## src/rtl/col_pkg.sv

```systemverilog
package col_pkg;
  // Transmit source encoding on tx_sel
  typedef enum logic {
    SRC_P1 = 1'b0,
    SRC_P2 = 1'b1
  } src_sel_e;

  localparam int unsigned NUM_DTE = 2;
endpackage

```

## src/rtl/col_src_arbiter.sv

```systemverilog
module col_src_arbiter
  import col_pkg::*;
(
  input  logic clk,
  input  logic rst_n,
  input  logic elig_a,
  input  logic elig_b,
  output logic tx_en,
  output logic tx_sel
);
  src_sel_e sel_q, sel_d;
  logic     en_q, en_d;

  always_comb begin
    sel_d = sel_q;
    en_d  = elig_a | elig_b;
    if (elig_a)      sel_d = SRC_P1;   // port 1 has fixed priority
    else if (elig_b) sel_d = SRC_P2;
  end

  always_ff @(posedge clk or negedge rst_n) begin
    if (!rst_n) begin
      sel_q <= SRC_P1;
      en_q  <= 1'b0;
    end else begin
      sel_q <= sel_d;
      en_q  <= en_d;
    end
  end

  assign tx_en  = en_q;
  assign tx_sel = sel_q;
endmodule

```

## src/rtl/col_hang_timer.sv

```systemverilog
module col_hang_timer #(
  parameter int unsigned HANG_CYCLES = 12
) (
  input  logic clk,
  input  logic rst_n,
  input  logic cond,
  output logic active
);
  localparam int unsigned CNT_W = $clog2(HANG_CYCLES + 1);

  logic [CNT_W-1:0] cnt_q, cnt_d;

  always_comb begin
    cnt_d = cnt_q;
    if (cond)
      cnt_d = CNT_W'(HANG_CYCLES);
    else if (cnt_q != '0)
      cnt_d = cnt_q - CNT_W'(1);
  end

  always_ff @(posedge clk or negedge rst_n) begin
    if (!rst_n) cnt_q <= '0;
    else        cnt_q <= cnt_d;
  end

  assign active = (cnt_q != '0);
endmodule

```

## src/rtl/col_square_osc.sv

```systemverilog
module col_square_osc #(
  parameter int unsigned HALF_PERIOD = 2
) (
  input  logic clk,
  input  logic rst_n,
  input  logic run,
  output logic wave
);
  localparam int unsigned DIV_W = (HALF_PERIOD > 1) ? $clog2(HALF_PERIOD) : 1;
  localparam logic [DIV_W-1:0] DIV_LAST = DIV_W'(HALF_PERIOD - 1);

  logic [DIV_W-1:0] div_q, div_d;
  logic             wave_q, wave_d;
  logic             div_wrap;

  assign div_wrap = (div_q == DIV_LAST);

  always_comb begin
    div_d  = div_q;
    wave_d = wave_q;
    if (!run) begin
      div_d  = '0;
      wave_d = 1'b0;
    end else if (div_wrap) begin
      div_d  = '0;
      wave_d = ~wave_q;
    end else begin
      div_d  = div_q + DIV_W'(1);
    end
  end

  always_ff @(posedge clk or negedge rst_n) begin
    if (!rst_n) begin
      div_q  <= '0;
      wave_q <= 1'b0;
    end else begin
      div_q  <= div_d;
      wave_q <= wave_d;
    end
  end

  assign wave = wave_q & run;
endmodule

```

## src/rtl/dte_collision_arbiter.sv

```systemverilog
module dte_collision_arbiter
  import col_pkg::*;
#(
  parameter int unsigned HANG_CYCLES = 12,
  parameter int unsigned HALF_PERIOD = 2
) (
  input  logic               clk,
  input  logic               rst_n,
  input  logic               act_a,
  input  logic               act_b,
  input  logic               jab_a,
  input  logic               jab_b,
  input  logic               mau_col,
  input  logic               sqe_gap,
  output logic               tx_en,
  output logic               tx_sel,
  output logic [NUM_DTE-1:0] col_en,
  output logic               osc_wave
);
  logic elig_a, elig_b;
  logic local_col, mau_valid, col_cond;
  logic col_active;

  assign elig_a    = act_a & ~jab_a;
  assign elig_b    = act_b & ~jab_b;
  assign local_col = elig_a & elig_b;
  assign mau_valid = mau_col & ~sqe_gap;
  assign col_cond  = local_col | mau_valid;

  col_src_arbiter i_arb (
    .clk    (clk),
    .rst_n  (rst_n),
    .elig_a (elig_a),
    .elig_b (elig_b),
    .tx_en  (tx_en),
    .tx_sel (tx_sel)
  );

  col_hang_timer #(.HANG_CYCLES(HANG_CYCLES)) i_hang (
    .clk    (clk),
    .rst_n  (rst_n),
    .cond   (col_cond),
    .active (col_active)
  );

  col_square_osc #(.HALF_PERIOD(HALF_PERIOD)) i_osc (
    .clk   (clk),
    .rst_n (rst_n),
    .run   (col_active),
    .wave  (osc_wave)
  );

  for (genvar p = 0; p < NUM_DTE; p++) begin : g_col_fan
    assign col_en[p] = col_active;
  end
endmodule

```

## config.mk

```make
export PLATFORM = sky130hd
export DESIGN_NAME = dte_collision_arbiter
export DESIGN_NICKNAME = d
export VERILOG_FILES = /design/src/rtl/col_pkg.sv /design/src/rtl/col_src_arbiter.sv /design/src/rtl/col_hang_timer.sv /design/src/rtl/col_square_osc.sv /design/src/rtl/dte_collision_arbiter.sv
export SDC_FILE = /design/constraint.sdc
export NUM_CORES = 1
export LEC_CHECK = 0
export ABC_AREA = 1
export BUFFER_PORTS_ARGS = -buffer_cell sky130_fd_sc_hd__buf_2
export CAP_MARGIN = 20
export CORE_AREA = 2 2 39 41
export CTS_CLUSTER_DIAMETER = 60
export DETAILED_ROUTE_END_ITERATION = 8
export DIE_AREA = 0 0 41 43
export PLACE_DENSITY_LB_ADDON = 0.05
export SLEW_MARGIN = 20
export SYNTH_ARGS = -nofsm -noshare
export SYNTH_HDL_FRONTEND = slang
export SYNTH_SLANG_ARGS = --single-unit
```

## constraint.sdc

```tcl
create_clock -name clk -period 1.2 [get_ports clk]
set_input_delay 0.24 -clock clk [delete_from_list [all_inputs] [get_ports clk]]
set_output_delay 0.24 -clock clk [all_outputs]
set_load 0.01 [all_outputs]
```

# --- Word-level counts from Yosys, hierarchy flattened ---
# Index checks and enable logic that the tools add are counted.
word_totals:
  ff_bits: 8
  inputBits: 8
  out_inout_bits: 5
  wordCells: 30
op_classes:
  addsub: 2
  n_eq_ne: 1
  mux: 8
  bitwise: 11
  n_reduce_logical: 3
op_table:
  columns: ["operator", "n"]
  rows:
  - ["$mux W4", 2]
  - ["$mux W1", 6]
  - ["$and A1 B1 Y1", 5]
  - ["$not A1 Y1", 4]
  - ["$reduce_bool A2 Y1", 2]
  - ["$reduce_bool A4 Y1", 1]
  - ["$sub A4 B1 Y4 const B", 1]
  - ["$ne A2 B2 Y1 const B", 1]
  - ["$or A1 B1 Y1", 2]
  - ["$add A1 B1 Y1 const B", 1]

# --- Longest topological paths before layout ---
# Gate-level depths: netlist of run 1.
depth:
  word_depth: 5
  depth_mapped: 5
  ltp_nobuf: 5

# --- Hierarchy ---
# From an unflattened synthesis of run 1, not the netlist that was laid out.
hier_totals:
  hier_cells: 53
  area_unflattened_um2: 427.9
by_module_without_submodules:
  columns: ["module", "n_inst", "cells_each", "area_each_um2", "seq_area_each_um2"]
  rows:
  - ["col_hang_timer", 1, 28, 231.5, 100.1]
  - ["col_square_osc", 1, 10, 82.6, 50.0]
  - ["col_src_arbiter", 1, 5, 63.8, 50.0]
  - ["dte_collision_arbiter", 1, 10, 50.0, 0.0]

# --- Worst setup path after synthesis of run 1 ---
# OpenSTA, ideal clock, no wires.
synth_path:
  path_type: "reg2out"
  startpoint: "reg i_hang.cnt_q[0]"
  endpoint: "out osc_wave"
  t_arrival_ns: 0.963
  t_required_ns: 0.960
  slack_ns: -0.003
  path_stages_with_launch: 6
  n_path_buf: 0
  path_cell_list: "dfrtp_1 -> inv_1 -> ha_1 -> nand2_2 -> inv_1 -> nor2_1"
synth_between:
  elab_chain_len: 2
synth_lines:
  columns: ["item", "line", "rtl"]
  rows:
  - ["start, declared", "col_hang_timer.sv:11", "logic [CNT_W-1:0] cnt_q, cnt_d;"]
  - ["start signal, assigned", "col_hang_timer.sv:23", "else cnt_q <= cnt_d;"]
  - ["$reduce_bool A4 Y1", "col_hang_timer.sv:26", "assign active = (cnt_q != '0);"]
  - ["via col_active", "dte_collision_arbiter.sv:22", "logic col_active;"]
  - ["$and A1 B1 Y1", "col_square_osc.sv:42", "assign wave = wave_q & run;"]
  - ["end, declared", "dte_collision_arbiter.sv:18", "output logic osc_wave"]
# The timed path passes the listed nets, and every way through them passes these cells.

# --- Final worst setup path of run 1 ---
layout_path:
  startpoint: "reg i_hang.cnt_q[0]"
  endpoint: "out osc_wave"
layout_between:
  elab_chain_len: 2
layout_lines:
  columns: ["item", "line"]
  rows:
  - ["$reduce_bool A4 Y1", "col_hang_timer.sv:26"]
  - ["$and A1 B1 Y1", "col_square_osc.sv:42"]
# No other way between the ends.

==> summary.md, run 1 <==
| Metric | Value |
|---|---|
| Status | finished with violations |
| Sw frac | 36.2% |
| Initial antenna violation count | 0 |
| Clock tree buffer depth | 2 |
| Reg2reg end | i_osc.div_q$_DFF_PN0_ |
| CP Class | register to primary output |
| Initial DRC Count | 1 |
| Final Slew Violations | 0 |
| Post-synthesis cell count | 57 |
| Initial DRT Pass Iterations | 4 |
| Top sig layer | met3 |
| Nets | 89 |
| Yosys warnings | 0 |
| Met3 WL post-DR | 23 um |
| Die span in y | 43 um |
| Critical path capture point type | primary output |
| PwrDens | 2070 nW/um2 |
| Final worst slack | -0.139 ns |
| DP Wirelength | 639 um |
| LEAKAGE | 0.000348 uW |
| Core area | 1380 um2 |
| Dpl cells | 88 |
| Final min period | 1.34 ns |
| Share of cells above drive strength 1 | 37.2% |
| Vias in the first global route | 320 |
| Hold Path Depth | 3 |
| Hold wc startpoint | act_b |
| Final Cycle Share | 112% |
| Max frequency | 0.747 GHz |
| First-pass GRT wire length | 1.31 mm |
| Seq pwr share | 37.0% |
| Inserted Clock Buffers | 3 |
| Max Cap Viol | 0 |
| Syn-to-layout area delta | 41.5% |
| WL/cell | 7.93 um |
| Clk pwr share | 15.6% |
| CTS tree | built |
| Unrepaired setup endpoints after global routing | true |
| Highest fanout seen on the critical path | 4 |
| FF+latch count, synth | 8 |
| # diodes | 0 |
| Worst Setup Start Kind | register |
| Final setup fails | 3 |
| Internal power component | 789 uW |
| Count of cell types in the netlist | 12 |
| # DRC | 0 |
| Reg-to-reg startpoint | i_hang.cnt_q[0]$_DFFE_PN0P_ |
| Gr ovfl total | 0 |
| Vias | 379 |
| Post-route cell area | 597 um2 |
| DR WL met2 | 350 um |
| WHS Endpoint | i_arb.tx_en$_DFF_PN0_ |
| ANT nets after route | 0 |
| Mapped Avg Cell Area | 7.40 um2 |
| Failing checks | setup timing |
| Worst slew pin tran | 0.183 ns |
| Clock Root Buffer | clkbuf_4 |
| Max rail drop VDD | 0.578 mV |
| Net Sw Power | 448 uW |
| WL met1 | 371 um |
| Die W | 41 um |
| Post-Syn Nets | 66 |
| Clk_lat worst skew | 0.24 ns |
| Tot Pwr | 1240 uW |
| Post-synthesis sequential area ratio | 47.5% |
| Pin count of the biggest net entering global routing | 9 |
| CP Data Arrival Time | 1.10 ns |
| Slew headroom | 87.8% |
| Final Non-Filler Cells | 94 |
| DP Area | 527 um2 |
| CTS H-tree lvls | 1 |
| Clock Skews | 0.000750 ns |
| Worst R2R Setup Slack | 0.14 ns |
| Final hold vios | 0 |
| Die Footprint | 1760 um2 |
| Worst min-delay path class | input pin to register |
| Power share of the combinational group | 47.4% |
| Required time of the critical path | 0.96 ns |
| Core Rows | 14 |
| Vias per inst | 4.03 |
| Final WL | 745 um |
| Syn Std Cell Area | 422 um2 |
| IO Port Bufs | 12 |
| Clock Pin Slew Worst Setup and Hold Paths | 0.05 ns |
| Worst R2R Path Depth | 7 |
| # clock sinks | 8 |
| Initial Utilization | 30.5% |
| GRT Util Overall | 11.1% |
| I/O Pins | 13 |
| Gpl congestion | 0.645 |
## cell families after synthesis
group	count (synthesis)	share of synthesized area, %
buffers and inverters	16	16.0
XOR/XNOR	1	2.08
flip-flops	8	47.5
AO/OA/AOI/OAI	2	2.37
adder cells (fa/ha/maj)	1	2.97
AND/OR/NAND/NOR	29	29.1
## layer usage
layer / global-route usage (%) / vias to the layer above
li1: - / 210
met1: 16.1 / 161
met2: 13.4 / 8
met3: 1.57 / 0
met4: 10.0 / 0
met5: 0 / -
## power by group through the flow
| stage | registers [uW] | logic, uW | clock network (uW) |
|---|---|---|---|
| final | 458 | 586 | 193 |
| after global routing | 467 | 680 | 225 |
| after CTS | 444 | 548 | 208 |
| after detailed placement | 445 | 522 | 0 |
| after global placement | 446 | 519 | 0 |
| after floorplan | 448 | 325 | 0 |
## synth_stat cells
master | number | share of area [%]
buf_4 | 2 | 3.6
dfrtp_1 | 8 | 47
ha_1 | 1 | 3.0
nor2_2 | 1 | 1.5
nor2_1 | 11 | 9.8
nand3_1 | 5 | 5.9
xnor2_1 | 1 | 2.1
nand2_2 | 1 | 1.5
nand4_1 | 1 | 1.5
inv_1 | 14 | 12
nand2_1 | 10 | 8.9
a21oi_1 | 2 | 2.4
## sequential cells by signal (all words and copies together) (netlist names)
register / cells
i_arb.tx_en: 1
i_arb.tx_sel: 1
i_hang.cnt_q: 4
i_osc.div_q: 1
i_osc.wave_q: 1
## through the flow
| stage | utilization (%) | TNS (ns) | hold WS (ns) | setup slack (ns) |
|---|---|---|---|---|
| after floorplan | - | 0 | -0.0556 | 0.0332 |
| after global placement | 38.1 | 0 | 0.0921 | 0.0366 |
| after detailed placement | 38.1 | 0 | 0.0902 | 0.0127 |
| after CTS | 41.7 | -0.444 | 0.221 | -0.197 |
| after global routing | 43.1 | -0.480 | 0.238 | -0.214 |
| final | 43.1 | -0.273 | 0.232 | -0.139 |
## critical path, stage by stage, from the launching register on
cell	delay [ns]
dfrtp_1	0.38
inv_2	0.08
ha_4	0.14
nand2_4	0.05
inv_2	0.06
nor2_2	0.03
buf_2	0.12
## worst max path at each step
stage / from / to / slack [ns] / cells past startpoint
floorplan: i_hang.cnt_q[0]$_DFFE_PN0P_ / osc_wave / 0.03 / 5
global placement: i_hang.cnt_q[0]$_DFFE_PN0P_ / osc_wave / 0.04 / 6
detailed placement: i_hang.cnt_q[0]$_DFFE_PN0P_ / osc_wave / 0.01 / 6
CTS: i_hang.cnt_q[1]$_DFFE_PN0P_ / osc_wave / -0.20 / 6
global route: i_hang.cnt_q[0]$_DFFE_PN0P_ / osc_wave / -0.21 / 6
finish: i_hang.cnt_q[0]$_DFFE_PN0P_ / osc_wave / -0.14 / 6
## final cells by class
class	count	area, um2
clock buffers	3	22.5
well taps	16	20.0
fillers	162	787
repair buffers	20	123
multi-input cells	33	179
flip-flops and latches	8	200
inverters	14	52.6
## cell usage in the layout (no fill, tap or decap), drive strengths merged
| master | n |
|---|---|
| dfrtp | 8 |
| ha | 1 |
| nand2 | 11 |
| clkbuf | 3 |
| nand4 | 1 |
| buf | 19 |
| a21oi | 2 |
| dlygate4sd3 | 1 |
| nand3 | 5 |
| inv | 14 |
| nor2 | 12 |
| xnor2 | 1 |
## timing repair
action,CTS,global route
resized for setup,3,4
hold buffers,1,0
endpoints found under the setup margin,3,3
pin swaps,2,1
buffers inserted,2,0
hold endpoints to repair,8,0
(Power assumes the default switching activity.)
==> inputs of run 2 (changes only) <==
Settings changed: GPL_TIMING_DRIVEN set to 0.
==> summary.md, run 2 (same netlist as run 1, synthesis figures left out) <==
| Metric | Value |
|---|---|
| Clock tree buffer depth | 2 (unchanged) |
| Leading cell type in the layout, fill and taps excluded | inv_1 |
| WL/cell | 8.71 um (+9.8%) |
| Pin count of the biggest net entering global routing | 9 (unchanged) |
| GRT Util Overall | 11.4% (+0.35 points) |
| Critical path capture point type | primary output |
| Vias | 402 (+6.1%) |
| Final WL | 827 um (+11%) |
| CTS H-tree lvls | 1 (unchanged) |
| Gr ovfl total | 0 (unchanged) |
| Core area | 1380 um2 (unchanged) |
| Final hold vios | 0 (unchanged) |
| Failing checks | setup timing |
| Final Non-Filler Cells | 95 (+1.1%) |
| Hold Path Depth | 3 (unchanged) |
| Highest fanout seen on the critical path | 4 (unchanged) |
| Place WS | -0.133 ns (-0.146 ns) |
| Delay-heaviest family, CP | flip-flops |
| Initial DRC Count | 5 (+4) |
| Clock Skews | 0.00333 ns (+0.00258 ns) |
| Clock Root Buffer | clkbuf_4 |
| Final Slew Violations | 0 (unchanged) |
| Nets | 90 (+1.1%) |
| Worst Setup Start Kind | register |
| Worst slew pin tran | 0.190 ns (+0.00733 ns) |
| Post-route cell area | 627 um2 (+5.0%) |
| DP Area | 504 um2 (-4.3%) |
| Required time of the critical path | 0.96 ns (about the same) |
| Final setup fails | 3 (unchanged) |
| PwrDens | 2060 nW/um2 (-0.47%) |
| Vias in the first global route | 337 (+5.3%) |
| Vias per inst | 4.23 (+5.0%) |
| CP Class | register to primary output |
| Initial Utilization | 30.5% (unchanged) |
| Core Rows | 14 (unchanged) |
| # diodes | 0 (unchanged) |
| Die span in y | 43 um (unchanged) |
| Largest Register | i_hang.cnt_q |
| Max rail drop VDD | 0.675 mV (+17%) |
| Die Footprint | 1760 um2 (unchanged) |
| Syn-to-layout area delta | 48.7% |
| Slew headroom | 87.3% (-0.49 points) |
| ANT nets after route | 0 (unchanged) |
| Clock Pin Slew Worst Setup and Hold Paths | 0.06 ns (about the same) |
| CP Data Arrival Time | 1.17 ns (+0.07 ns) |
| Commonest cells after routing, fill and taps aside | inv_1, nand2_1, nor2_1, buf_2, dfrtp_1 |
| Final worst slack | -0.211 ns (-0.0716 ns) |
| CP max stage delay | 0.40 ns (+0.02 ns) |
| Max Cap Viol | 0 (unchanged) |
| Initial DRT Pass Iterations | 4 (unchanged) |
| First-pass GRT wire length | 1.32 mm (+0.99%) |
| # DRC | 0 (unchanged) |
| # clock sinks | 8 (unchanged) |
| Fillers | 136 (-16%) |
| Buffers and inverters on the worst path | 3 (unchanged) |
| Max frequency | 0.709 GHz (-5.1%) |
| Worst min-delay path class | input pin to register |
| LEAKAGE | 0.000361 uW (+3.8%) |
| IO Port Bufs | 12 (unchanged) |
| Share of cells above drive strength 1 | 38.0% (+0.80 points) |
| Final Cycle Share | 118% (+6.0 points) |
| Status | finished with violations |
| CTS tree | built |
| Hold WS | 0.225 ns (-0.00670 ns) |
| Worst R2R Path Depth | 6 (-1) |
| Unrepaired setup endpoints after global routing | true |
| Slowest cell on crit path | dfrtp_1 |
| CP Cell Sequence | inv_2 > ha_4 > nand2_4 > buf_6 > buf_6 |
| Die W | 41 um (unchanged) |
| Gpl congestion | 0.670 (+3.9%) |
| Most used cell, CP | buf_6 |
| Max reg flops | 4 (unchanged) |
| DP Wirelength | 585 um (-8.4%) |
| I/O Pins | 13 (unchanged) |
| Dpl cells | 85 (-3.4%) |
| Inserted Clock Buffers | 3 (unchanged) |
| Initial antenna violation count | 0 (unchanged) |
| Final min period | 1.41 ns (+0.0716 ns) |
| Clk_lat worst skew | 0.25 ns (about the same) |
| Crit path depth | 5 (-1) |
==> run 2: cell types whose count changed in the layout (fill, tap and decap cells not counted), sizes merged <==
| cell | previous run | this run |
|---|---|---|
| buf | 19 | 20 |
==> run 2: routing by layer <==
layer / part of all wire [%] / GRT usage, % / vias up
li1: - / - / 210
met1: 48 / 14.8 / 176
met2: 48 / 15.6 / 14
met3: 2.9 / 1.57 / 2
met4: 0.97 / 10.0 / 0
met5: 0 / 0 / -
==> run 2: worst paths after layout <==
path,startpoint,to,slack (ns)
setup reg to reg,i_hang.cnt_q[0]$_DFFE_PN0P_,i_hang.cnt_q[3]$_DFFE_PN0P_,0.10
max in group asynchronous,rst_n,i_osc.wave_q$_DFFE_PN0N_,0.67
setup / recovery,i_hang.cnt_q[1]$_DFFE_PN0P_,col_en[0],-0.21
min in group asynchronous,rst_n,i_hang.cnt_q[2]$_DFFE_PN0P_,0.36
hold reg to reg,i_osc.div_q$_DFF_PN0_,i_osc.div_q$_DFF_PN0_,0.44
hold / removal,act_b,i_arb.tx_en$_DFF_PN0_,0.23
==> run 2: layout make-up <==
type                    instances  area [um2]  share of cell area (%)
flip-flops and latches          8         200                    31.9
multi-input cells              33         179                    28.5
repair buffers                 19         128                    20.4
inverters                      14        55.1                    8.78
clock buffers                   3        22.5                    3.59
plain buffers                   2        22.5                    3.59
well taps                      16        20.0                    3.19
==> run 2: what timing repair did <==
item	CTS	global route
resized for setup	12	0
hold buffers	1	0
endpoints found under the hold margin	8	0
buffers inserted	5	1
gates cloned	0	0
endpoints found under the setup margin	3	3
pin swaps	2	0
==> run 2: where the power goes <==
| part | internal (uW) | switching [uW] |
|---|---|---|
| clock | 115 | 93.6 |
| sequential | 375 | 93.6 |
| combinational | 325 | 291 |
==> run 2: worst register-to-register path, stage by stage, from the launching register on <==
cell     delay (ns)
dfrtp_1        0.39
buf_4          0.14
buf_4          0.12
nor2_1         0.14
nand2_1        0.07
nand2_1        0.05
nand3_1        0.08
==> run 2: per-stage QoR <==
step | setup TNS [ns] | power, uW | util (%)
2_1_floorplan | 0 | 774 | -
3_5_place_dp | -0.349 | 882 | 36.4
4_1_cts | -0.628 | 1270 | 44.8
6_report | -0.621 | 1290 | 45.3
5_1_grt | -0.791 | 1400 | 45.3
3_3_place_gp | -0.383 | 882 | 36.4
==> inputs of run 3 (changes only) <==
Settings changed: SKIP_CTS_REPAIR_TIMING set to 1.
==> summary.md, run 3 (same netlist as run 1, synthesis figures left out) <==
| Metric | Value |
|---|---|
| Status | finished with violations |
| Failing checks | setup timing |
| Final hold vios | 0 (unchanged) |
| Clock Pin Slew Worst Setup and Hold Paths | 0.06 ns (about the same) |
| CTS H-tree lvls | 1 (unchanged) |
| Multi-input logic area | 179 um2 (unchanged) |
| Vias per inst | 4.23 (about the same) |
| Largest Register | i_hang.cnt_q |
| Register Area | 200 um2 (unchanged) |
| ANT nets after route | 0 (unchanged) |
| Post-route cell area | 604 um2 (-3.6%) |
| Initial DRT Pass Iterations | 4 (unchanged) |
| CTS tree | built |
| Required time of the critical path | 0.96 ns (about the same) |
| CP Class | register to primary output |
| WL/cell | 8.55 um (-1.7%) |
| Clock tree buffer depth | 2 (unchanged) |
| PwrDens | 2060 nW/um2 (about the same) |
| Syn-to-layout area delta | 43.3% |
| Unrepaired setup endpoints after global routing | true |
| Place WS | -0.133 ns (unchanged) |
| Commonest cells after routing, fill and taps aside | inv_1, nand2_1, nor2_1, buf_2, dfrtp_1 |
| Final core occ | 43.7% (-1.6 points) |
| Nets | 87 (-3.3%) |
| Inserted Clock Buffers | 3 (unchanged) |
| IO Port Bufs | 12 (unchanged) |
| Die W | 41 um (unchanged) |
| Final setup fails | 3 (unchanged) |
| Final WL | 787 um (-4.8%) |
| Worst slew pin tran | 0.191 ns (+0.000426 ns) |
| Max frequency | 0.703 GHz (-0.83%) |
| Clock Root Buffer | clkbuf_4 |
| Worst min-delay path class | input pin to register |
| Worst Setup Start Kind | register |
| Core area | 1380 um2 (unchanged) |
| Gr ovfl total | 0 (unchanged) |
| Max reg flops | 4 (unchanged) |
| GRT Util Overall | 10.8% (-0.61 points) |
| Final worst slack | -0.223 ns (-0.0118 ns) |
| Initial antenna violation count | 0 (unchanged) |
| Final Slew Violations | 0 (unchanged) |
| Die span in y | 43 um (unchanged) |
| Max Cap Viol | 0 (unchanged) |
| Share of cells above drive strength 1 | 35.5% (-2.4 points) |
| Vias | 389 (-3.2%) |
| Fillers | 141 (+3.7%) |
| I/O Pins | 13 (unchanged) |
| Die Footprint | 1760 um2 (unchanged) |
| Core Rows | 14 (unchanged) |
| Final min period | 1.42 ns (+0.0118 ns) |
| Critical path capture point type | primary output |
| First-pass GRT wire length | 1.25 mm (-5.7%) |
| # DRC | 0 (unchanged) |
| # clock sinks | 8 (unchanged) |
| Initial Utilization | 30.5% (unchanged) |
| Pin count of the biggest net entering global routing | 9 (unchanged) |
| DP Wirelength | 585 um (unchanged) |
| # diodes | 0 (unchanged) |
| Gpl congestion | 0.670 (unchanged) |
| LEAKAGE | 0.000347 uW (-3.9%) |
| Clk_lat worst skew | 0.25 ns (about the same) |
| Initial DRC Count | 5 (unchanged) |
| Vias in the first global route | 309 (-8.3%) |
| Leading cell type in the layout, fill and taps excluded | inv_1 |
| Highest fanout seen on the critical path | 5 (+1) |
| DP Area | 504 um2 (unchanged) |
| Clock Skews | 0.00534 ns (+0.00201 ns) |
| Final Cycle Share | 119% (+0.99 points) |
| Max rail drop VDD | 0.613 mV (-9.1%) |
| CP Data Arrival Time | 1.18 ns (about the same) |
| Slew headroom | 87.3% (about the same) |
## run 3: cell types whose count changed in the layout (fill, tap and decap cells not counted)
cell	before	now
buf_4	6	3
## run 3: final cells by class
class | instances | share of cell area, %
clock buffers | 3 | 3.73
multi-input cells | 33 | 29.6
inverters | 14 | 9.11
plain buffers | 2 | 3.73
well taps | 16 | 3.31
flip-flops and latches | 8 | 33.1
repair buffers | 16 | 17.4
## run 3: metal layers
| layer | part of all wire [%] | wire length [um] | vias up | global-route usage (%) |
|---|---|---|---|---|
| met1 | 49 | 385 | 170 | 15.1 |
| met3 | 2.5 | 20 | 2 | 1.57 |
| met2 | 47 | 372 | 12 | 13.4 |
| li1 | - | - | 205 | - |
| met5 | 0 | 0 | - | 0 |
| met4 | 1.0 | 8 | 0 | 10.0 |
## run 3: critical path, cell delays in order, from the launching register on
cell	delay [ns]
dfrtp_1	0.40
inv_2	0.09
ha_4	0.14
nand2_4	0.07
buf_6	0.12
buf_6	0.11
## run 3: path summary, 6_finish.rpt
kind | end | cells past startpoint | startpoint | slack, ns
max in group asynchronous | i_osc.wave_q$_DFFE_PN0N_ | 2 | rst_n | 0.67
worst max register to register | i_hang.cnt_q[3]$_DFFE_PN0P_ | 6 | i_hang.cnt_q[0]$_DFFE_PN0P_ | 0.12
min in group asynchronous | i_hang.cnt_q[2]$_DFFE_PN0P_ | 2 | rst_n | 0.35
worst min-delay path | i_arb.tx_en$_DFF_PN0_ | 3 | act_b | 0.23
worst max-delay path | col_en[1] | 5 | i_hang.cnt_q[0]$_DFFE_PN0P_ | -0.22
worst min register to register | i_osc.div_q$_DFF_PN0_ | 1 | i_osc.div_q$_DFF_PN0_ | 0.44
## run 3: stage by stage
stage                     hold WS, ns  cells  total power [uW]  TNS, ns
final                           0.225     92              1250   -0.663
after global routing            0.233     92              1350   -0.836
after CTS                      -0.178     88              1100    -1.22
after detailed placement       0.0983     85               882   -0.349
after global placement         0.0957     85               882   -0.383
after floorplan               -0.0556     57               774        0
## run 3: power by group
| part | switching, uW | leakage, uW | internal [uW] |
|---|---|---|---|
| Combinational | 277 | 0.000241 | 289 |
| Clock | 96.0 | 0.0000138 | 115 |
| Sequential | 95.0 | 0.0000927 | 375 |
